### src/rtl/pcw_pkg.sv
package pcw_pkg;
  // Register map offsets
  localparam int unsigned REG_CTRL  = 8;
  localparam int unsigned REG_COUNT = 9;
  localparam int unsigned REG_LEVEL = 10;
  localparam int unsigned REG_TRACE = 16;

  typedef enum logic {
    CNT_BREAK = 1'b0,
    CNT_CACHE = 1'b1
  } cnt_mode_e;
endpackage

### src/rtl/bp_match.sv
module bp_match #(
  parameter int AW  = 16,
  parameter int NBP = 4
) (
  input  logic [AW-1:0]          pc_i,
  input  logic                   exec_i,
  input  logic [NBP-1:0]         en_i,
  input  logic [NBP-1:0][AW-1:0] addr_i,
  output logic                   any_hit_o
);
  logic [NBP-1:0] hit_vec;

  for (genvar g = 0; g < NBP; g++) begin : g_cmp
    assign hit_vec[g] = exec_i && en_i[g] && (addr_i[g] == pc_i);
  end

  assign any_hit_o = |hit_vec;
endmodule

### src/rtl/trap_count.sv
module trap_count #(
  parameter int CW = 16
) (
  input  logic          clk,
  input  logic          rst_n,
  input  logic          load_i,
  input  logic [CW-1:0] load_val_i,
  input  logic          event_i,
  output logic [CW-1:0] count_o,
  output logic          armed_o,
  output logic          fire_o,
  output logic          fire_q_o
);
  function automatic logic last_step(logic [CW-1:0] c);
    return c == CW'(1);
  endfunction

  assign fire_o = event_i && armed_o && !load_i && last_step(count_o);

  always_ff @(posedge clk) begin
    if (!rst_n) begin
      count_o  <= '0;
      armed_o  <= 1'b0;
      fire_q_o <= 1'b0;
    end else begin
      fire_q_o <= fire_o;
      if (load_i) begin
        count_o <= load_val_i;
        armed_o <= |load_val_i;
      end else if (event_i && armed_o) begin
        count_o <= count_o - CW'(1);
        if (last_step(count_o)) armed_o <= 1'b0;
      end
    end
  end
endmodule

### src/rtl/branch_trace.sv
module branch_trace #(
  parameter int AW    = 16,
  parameter int DEPTH = 4,
  parameter int IW    = 5,
  localparam int PW   = $clog2(DEPTH),
  localparam int LW   = PW + 1
) (
  input  logic          clk,
  input  logic          rst_n,
  input  logic [AW-1:0] pc_i,
  input  logic          exec_i,
  input  logic [IW-1:0] rd_idx_i,
  output logic [AW-1:0] rd_src_o,
  output logic [AW-1:0] rd_dst_o,
  output logic [LW-1:0] level_o,
  output logic          push_o
);
  logic [AW-1:0] src_q [DEPTH];
  logic [AW-1:0] dst_q [DEPTH];
  logic [PW-1:0] wptr_q;
  logic [AW-1:0] prev_q;
  logic          prev_v_q;
  logic [PW-1:0] rd_slot;

  function automatic logic is_jump(logic [AW-1:0] prev, logic [AW-1:0] cur);
    return cur != (prev + AW'(1));
  endfunction

  // Physical slot of the k-th oldest entry (DEPTH is a power of two)
  function automatic logic [PW-1:0] slot_of(logic [PW-1:0] w, logic [LW-1:0] lv,
                                           logic [PW-1:0] k);
    return w - lv[PW-1:0] + k;
  endfunction

  assign push_o  = exec_i && prev_v_q && is_jump(prev_q, pc_i);
  assign rd_slot = slot_of(wptr_q, level_o, rd_idx_i[PW-1:0]);

  always_ff @(posedge clk) begin
    if (!rst_n) begin
      wptr_q   <= '0;
      level_o  <= '0;
      prev_q   <= '0;
      prev_v_q <= 1'b0;
      for (int i = 0; i < DEPTH; i++) begin
        src_q[i] <= '0;
        dst_q[i] <= '0;
      end
    end else begin
      if (exec_i) begin
        prev_q   <= pc_i;
        prev_v_q <= 1'b1;
      end
      if (push_o) begin
        src_q[wptr_q] <= prev_q;
        dst_q[wptr_q] <= pc_i;
        wptr_q        <= wptr_q + PW'(1);
        if (level_o != LW'(DEPTH)) level_o <= level_o + LW'(1);
      end
    end
  end

  always_comb begin
    rd_src_o = '0;
    rd_dst_o = '0;
    if (int'(rd_idx_i) < int'(level_o)) begin
      rd_src_o = src_q[rd_slot];
      rd_dst_o = dst_q[rd_slot];
    end
  end
endmodule

### src/rtl/pc_watch.sv
module pc_watch
  import pcw_pkg::*;
#(
  parameter int AW    = 16,
  parameter int NBP   = 4,
  parameter int DEPTH = 4,
  parameter int RAW   = 5
) (
  input  logic           clk,
  input  logic           rst_n,
  input  logic [AW-1:0]  pc_i,
  input  logic           exec_i,
  input  logic           cache_i,
  input  logic           trap_in_i,
  input  logic           reg_we_i,
  input  logic [RAW-1:0] reg_addr_i,
  input  logic [AW-1:0]  reg_wdata_i,
  output logic [AW-1:0]  reg_rdata_o,
  output logic           trap_req_o,
  output logic           trap_out_o
);
  localparam int PW  = $clog2(DEPTH);
  localparam int LVW = PW + 1;

  logic [NBP-1:0][AW-1:0] bp_q;
  logic [NBP-1:0]         en_q;
  cnt_mode_e              mode_q;
  logic                   ext_q;

  // Named internal events
  logic           bp_hit_any;
  logic           cnt_event;
  logic           cnt_load;
  logic           cnt_fire;
  logic           cnt_fire_q;
  logic           cnt_armed;
  logic [AW-1:0]  cnt_value;
  logic           trace_push;
  logic [LVW-1:0] trace_level;
  logic [RAW-1:0] trace_idx;
  logic [AW-1:0]  trace_src;
  logic [AW-1:0]  trace_dst;

  always_ff @(posedge clk) begin
    if (!rst_n) begin
      bp_q   <= '0;
      en_q   <= '0;
      mode_q <= CNT_BREAK;
      ext_q  <= 1'b0;
    end else begin
      ext_q <= trap_in_i;
      for (int i = 0; i < NBP; i++) begin
        if (reg_we_i && reg_addr_i == RAW'(i)) bp_q[i] <= reg_wdata_i;
      end
      if (reg_we_i && reg_addr_i == RAW'(REG_CTRL)) begin
        en_q   <= reg_wdata_i[NBP-1:0];
        mode_q <= cnt_mode_e'(reg_wdata_i[NBP]);
      end
    end
  end

  bp_match #(.AW(AW), .NBP(NBP)) u_match (
    .pc_i      (pc_i),
    .exec_i    (exec_i),
    .en_i      (en_q),
    .addr_i    (bp_q),
    .any_hit_o (bp_hit_any)
  );

  assign cnt_event = (mode_q == CNT_CACHE) ? (exec_i && cache_i) : bp_hit_any;
  assign cnt_load  = reg_we_i && (reg_addr_i == RAW'(REG_COUNT));

  trap_count #(.CW(AW)) u_count (
    .clk        (clk),
    .rst_n      (rst_n),
    .load_i     (cnt_load),
    .load_val_i (reg_wdata_i),
    .event_i    (cnt_event),
    .count_o    (cnt_value),
    .armed_o    (cnt_armed),
    .fire_o     (cnt_fire),
    .fire_q_o   (cnt_fire_q)
  );

  assign trace_idx = (reg_addr_i - RAW'(REG_TRACE)) >> 1;

  branch_trace #(.AW(AW), .DEPTH(DEPTH), .IW(RAW)) u_trace (
    .clk      (clk),
    .rst_n    (rst_n),
    .pc_i     (pc_i),
    .exec_i   (exec_i),
    .rd_idx_i (trace_idx),
    .rd_src_o (trace_src),
    .rd_dst_o (trace_dst),
    .level_o  (trace_level),
    .push_o   (trace_push)
  );

  assign trap_out_o = cnt_fire_q;
  assign trap_req_o = cnt_fire_q | ext_q;

  always_comb begin
    reg_rdata_o = '0;
    for (int i = 0; i < NBP; i++) begin
      if (reg_addr_i == RAW'(i)) reg_rdata_o = bp_q[i];
    end
    if (reg_addr_i == RAW'(REG_CTRL))  reg_rdata_o = AW'({mode_q, en_q});
    if (reg_addr_i == RAW'(REG_COUNT)) reg_rdata_o = cnt_value;
    if (reg_addr_i == RAW'(REG_LEVEL)) reg_rdata_o = AW'(trace_level);
    if (reg_addr_i >= RAW'(REG_TRACE)) reg_rdata_o = reg_addr_i[0] ? trace_dst : trace_src;
  end
endmodule

### config.mk
export PLATFORM = sky130hd
export DESIGN_NAME = pc_watch
export DESIGN_NICKNAME = d
export VERILOG_FILES = /design/src/rtl/pcw_pkg.sv /design/src/rtl/bp_match.sv /design/src/rtl/trap_count.sv /design/src/rtl/branch_trace.sv /design/src/rtl/pc_watch.sv
export SDC_FILE = /design/constraint.sdc
export NUM_CORES = 1
export LEC_CHECK = 0
export ABC_CLOCK_PERIOD_IN_PS = 9600
export BUFFER_PORTS_ARGS = -buffer_cell sky130_fd_sc_hd__buf_2
export CAP_MARGIN = 20
export CELL_PAD_IN_SITES_DETAIL_PLACEMENT = 1
export CELL_PAD_IN_SITES_GLOBAL_PLACEMENT = 2
export CORE_MARGIN = 2
export CORE_UTILIZATION = 43
export CTS_CLUSTER_DIAMETER = 40
export DETAILED_ROUTE_END_ITERATION = 7
export PLACE_DENSITY = 0.94
export SYNTH_ARGS = -nofsm -noshare
export SYNTH_HDL_FRONTEND = slang
export SYNTH_SLANG_ARGS = --single-unit
### constraint.sdc
create_clock -name clk -period 9.6 [get_ports clk]
set_input_delay 0.96 -clock clk [delete_from_list [all_inputs] [get_ports clk]]
set_output_delay 0.96 -clock clk [all_outputs]
set_load 0.03 [all_outputs]
Word level (Yosys, flattened, before mapping)
Memories as Yosys holds them, arrays and structs flattened. Index checks and enable logic that the tools add are counted.

Output and inout port bits: 18. Memory bits (writable): 128. Logic and storage cells: 96. Input port bits: 43. Memories: 2. Flip-flop bits (word level): 110.

Reduce and logical (&&, ||, !) cells: 30. Bitwise operators: 1. Equality and inequality tests: 13. Order comparisons: 2. Add/subtract/negate cells: 7. Multiplexer cells: 27.

Memory list: u_trace.dst_q (words 4, bits a word 16, read ports 1, clocked after memory_dff 0, write ports 4, RTL line branch_trace.sv:19) `logic [AW-1:0] dst_q [DEPTH];`; u_trace.src_q (words 4, bits a word 16, read ports 1, clocked after memory_dff 0, write ports 4, RTL line branch_trace.sv:18) `logic [AW-1:0] src_q [DEPTH];`.

Operators with widths (count): 2-to-1 mux 16 bit (15); == test 16 bit (4); OR reduction 16 bit (3); logical AND 1 bit (20); adder 16 x 1 -> 16 bit (second input constant) (1); == test 16 x 1 -> 1 bit (second input constant) (1); inequality test 16 bit (1); subtractor 16 x 1 -> 16 bit (second input constant) (1); == test 5 x 4 -> 1 bit (second input constant) (3); == test 5 x 2 -> 1 bit (second input constant) (2); 2-to-1 mux 1 bit (10); == test 5 x 1 -> 1 bit (second input constant) (1); >= comparator 5 bit (second input constant) (1); zero test 5 bit (1); subtractor 5 bit (second input constant) (1); < comparator 4 x 3 -> 1 bit (1); 2-to-1 mux 2 bit (2); AND reduction 2 bit (2); nonzero test 2 bit (2); OR reduction 4 bit (1); adder 3 x 1 -> 3 bit (second input constant) (1); inequality test 3 bit (second input constant) (1); adder 2 x 1 -> 2 bit (second input constant) (1); adder 2 bit (1); 3 further kinds (3).

Logic depth before layout (Yosys ltp)
Word-level depth: 9. Mapped depth: 12. Depth with buffers taken out: 10.

By module
From an unflattened synthesis, not the netlist that was laid out.

Cell total of the unflattened synthesis: 1229. Area total of the unflattened synthesis: 12759.7 um^2.

Modules (own cells, without submodules): branch_trace (area an instance 7205.7 um^2, cells an instance 577, instances 1); pc_watch (area an instance 3747.3 um^2, cells an instance 441, instances 1); trap_count (area an instance 1006.0 um^2, cells an instance 116, instances 1); bp_match (area an instance 800.8 um^2, cells an instance 95, instances 1).

Least setup slack after synthesis
OpenSTA, ideal clock, no wires.

Path kind: input-to-reg. Start: in pc_i[6]. End: mem u_trace.dst_q[1][0] (enable). Setup time: 466 ps. Stages on the path: 10. Arrival time: 4754 ps. Path buffers: 3. Path slack: 4380 ps. Data required time: 9134 ps. Cells stage by stage: clkbuf_1 -> xnor2_1 -> nand2_1 -> o21ai_0 -> a211oi_1 -> and4_1 -> buf_2 -> a211o_1 -> buf_2 -> o21ai_0.

RTL lines: start, declared (RTL line pc_watch.sv:11) `input logic [AW-1:0] pc_i,`; end, declared (RTL line branch_trace.sv:19).

Worst setup path after layout
Start: reg u_trace.wptr_q[0]. End: out reg_rdata_o[14].

Longest elaborated chain between the ends: 6. Elaborated cells on any way between the ends: 8. Classes of those cells: add/sub: 2; mux: 4; memory: 2.

RTL lines: start, declared (RTL line branch_trace.sv:20) `logic [PW-1:0] wptr_q;`; start signal, assigned (RTL line branch_trace.sv:56) `wptr_q <= wptr_q + PW'(1);`; subtractor 2 bit (*) (RTL line branch_trace.sv:32) `return w - lv[PW-1:0] + k;`; adder 2 bit (*) (RTL line branch_trace.sv:32); memory (4 x 16 bit), on equally long branches; 2-to-1 mux 16 bit (RTL line branch_trace.sv:65) `if (int'(rd_idx_i) < int'(level_o)) begin`; 2-to-1 mux 16 bit (*) (2 in a row) (RTL line pc_watch.sv:110) `if (reg_addr_i >= RAW'(REG_TRACE)) reg_rdata_o = reg_addr_i[0] ? trace_dst : trace_src;`; end, declared (RTL line pc_watch.sv:18) `output logic [AW-1:0] reg_rdata_o,`.

Mark *: on every way between the ends. The rest lies on a longest branch, timed or not.

==> out/qor.yml <==
drtIter0Drc: 995
cts-resized-gates: 0
finalWirelength_mm: 40.3
cts_max_level: 2
clkSinkCount: 238
synth_top_area_share_pct: 31.2
grt_pass1_wl_mm: 62.5
crit_arrival_ns: 3.83
syn-num-nets: 1293
status: "completed"
min_from: "bp_q[61]"
startpoint_type: "register"
post-route-period-util_pct: 49.9
place_inst: 1592
post-synth-top-count-cell: "nand2_1"
met3_length_mm: 3.01
syn2layout_area_growth_pct: 15.5
cpPeakStageDelay_ns: 0.59
crit_fanout: 32
synth-seq-cells: 238
yosysTopAreaCell: "edfxtp_1"
timing.final.hold_violations: 0
maxUsedRoutingLayer: "met4"
async_flop_share_pct: 0
synthFlopType: "edfxtp_1"
dieWidth_um: 173
slowest_stage: "mux4_2"
slew_headroom_pct: 26.2
peakVddDrop_v: 0.000137
yosysWarnings: 0
post-route-min-period_ns: 4.79
setup.worst_path.class: "register to output port"
grt_usage_pct: 27.0
crit_path_cell_trace: "inv_1 > ha_1 > inv_1 > ha_2 > buf_4 > mux4_2 > mux2_2 > nand2_1 > o311ai_0 > buf_2"
postSynthCellCount: 1241
vias: 10000
synth_edf_count: 128
drc: 0
final-setup-viol-count: 0
cp_data_required_time_ns: 8.64
fmax_mhz: 209
ctsHoldBuffers: 0
maxCapViolCount: 0
fill_cells: 3090
p_leak_nw: 5.12
drtAntennaViolNets: 0
synth-seq-area-share_pct: 49.1
die_h_um: 173
power_density_nw_per_um2: 198
start_util_pct: 44.0
cpMostUsedCell: "inv_1"
antenna_found_initial: 2
postCtsSetupRepairBufs: 0
fin_cells: 1665
routed_via_density: 6.02
routedWlPerCell_um: 24.2
dr_wl_met2_mm: 18.8
r2r-start: "u_trace.prev_q[0]"
gp_congestion: 0.874
ys_top_cells_by_count: "199 x nand2_1, 128 x edfxtp_1, 110 x dfxtp_1"
clk_pin_slew_ns: 0.05
grt_overflow: 0
clk_latency_ns: 0.52
pin_count: 61
netlist_top_cells_area: "edfxtp_1 31%, dfxtp_1 18%, nand2_1 6.1%, mux4_2 5.8%, and2_1 5.1%"
grt_max_degree: 88
clockBufferDepth: 3
cts_tree: "done"
hold_path_class: "register to register"
numCtsBuffers: 38
skew_ns: 0.0124
cts_root_buf: "clkbuf_16"
worst_slew_pin_slew_ns: 1.11
syn_avg_cell_area_sq_um: 9.93
crit_start: "u_trace.wptr_q[0]"
post-dp-hpwl_mm: 26.4
grt_pass1_vias: 10300
slew_viol_final: 0
tns_ns: 0
rows: 61
critPathCaptureType: "output port"
rsz0062_at_grt: "false"
drive_above_1_share_pct: 15.6
core_area_sq_um: 28000
dr.pass1.iters: 8
drt-met1-wl_mm: 17.2
syn_area_sq_um: 12300
portBuffers: 60
layout.nets: 1309
ys_types: 67
fin_total_pwr_mw: 2.81
die-area_sq_um: 30000
==> logic make-up after synthesis <==
logic type / synth area share (%)
adders and majority gates: 0.914
xor gates and xnor gates: 6.11
buffers and inverters: 4.52
DFF: 49.1
muxes: 8.26
AOI/OAI and AO/OA: 11.2
and+or+nand+nor: 19.9
==> per-layer routing <==
layer	track usage, %	vias to the layer above
met5	0	-
met4	10.7	0
met3	5.35	83
met2	42.6	400
met1	36.6	5068
li1	-	4473
==> registers in the layout, indices dropped and copies added, names as in the netlist <==
register          cells
bp_q                 64
u_trace.dst_q        64
u_trace.src_q        64
u_count.count_o      16
u_trace.prev_q       16
en_q                  4
u_trace.level_o       3
u_trace.wptr_q        2
ext_q                 1
mode_q                1
u_count.armed_o       1
u_count.fire_q_o      1
u_trace.prev_v_q      1
==> worst max-delay path: cells and delay by family, from the launching register on <==
family	cells	cell delay [ns]
AND/OR/NAND/NOR	1	0.09
adder cells (fa/ha/maj)	2	0.62
buffers and inverters	4	1.01
multiplexers	2	0.86
AO/OA/AOI/OAI	1	0.24
flip-flops	1	0.47
==> path summary, 6_finish.rpt <==
path | end | slack, ns | depth (start not counted)
setup / recovery | reg_rdata_o[14] | 4.81 | 10
hold / removal | bp_q[61] | 0.48 | 2
setup reg to reg | u_trace.dst_q[1][5] | 5.59 | 10
hold reg to reg | bp_q[61] | 0.48 | 2
==> power by group <==
group,internal [mW],switching [mW],leakage [nW]
Combinational,0.119,0.186,2.29
Clock,0.893,0.487,0.613
Sequential,1.11,0.0231,2.22
==> placed cells by master (no fill, tap or decap), drive strengths merged, types with 23 or more instances in the layout <==
cell type and instances:
nand2 199, edfxtp 128, dfxtp 110, and2 102, a21oi 82, buf 77
nor3 49, clkbuf 48, xnor2 47, inv 45, xor2 39, nor2 38
mux4 32, o21ai 29, nand3 28, mux2i 23
==> final cells by class <==
cell class              count  area [sq um]  area share, %
flip-flops and latches    238          6050           42.5
multi-input cells         859          5810           40.8
clock buffers              48          1030           7.23
well taps                 378           473           3.32
repair buffers             77           468           3.29
clock inverters            20           239           1.68
inverters                  43           161           1.13
diodes                      2          5.00         0.0352
==> through the flow <==
stage               setup slack [ns]  utilization [%]  area (sq um)  hold WS (ns)
finish                          4.81             50.8         14200         0.482
global route                    4.60             50.8         14200         0.502
floorplan                       4.38                -         12300         0.450
CTS                             4.74             50.6         14200         0.480
global placement                5.15             46.1         12900         0.466
detailed placement              5.11             46.1         12900         0.473
Power figures use the tool's default switching activity.
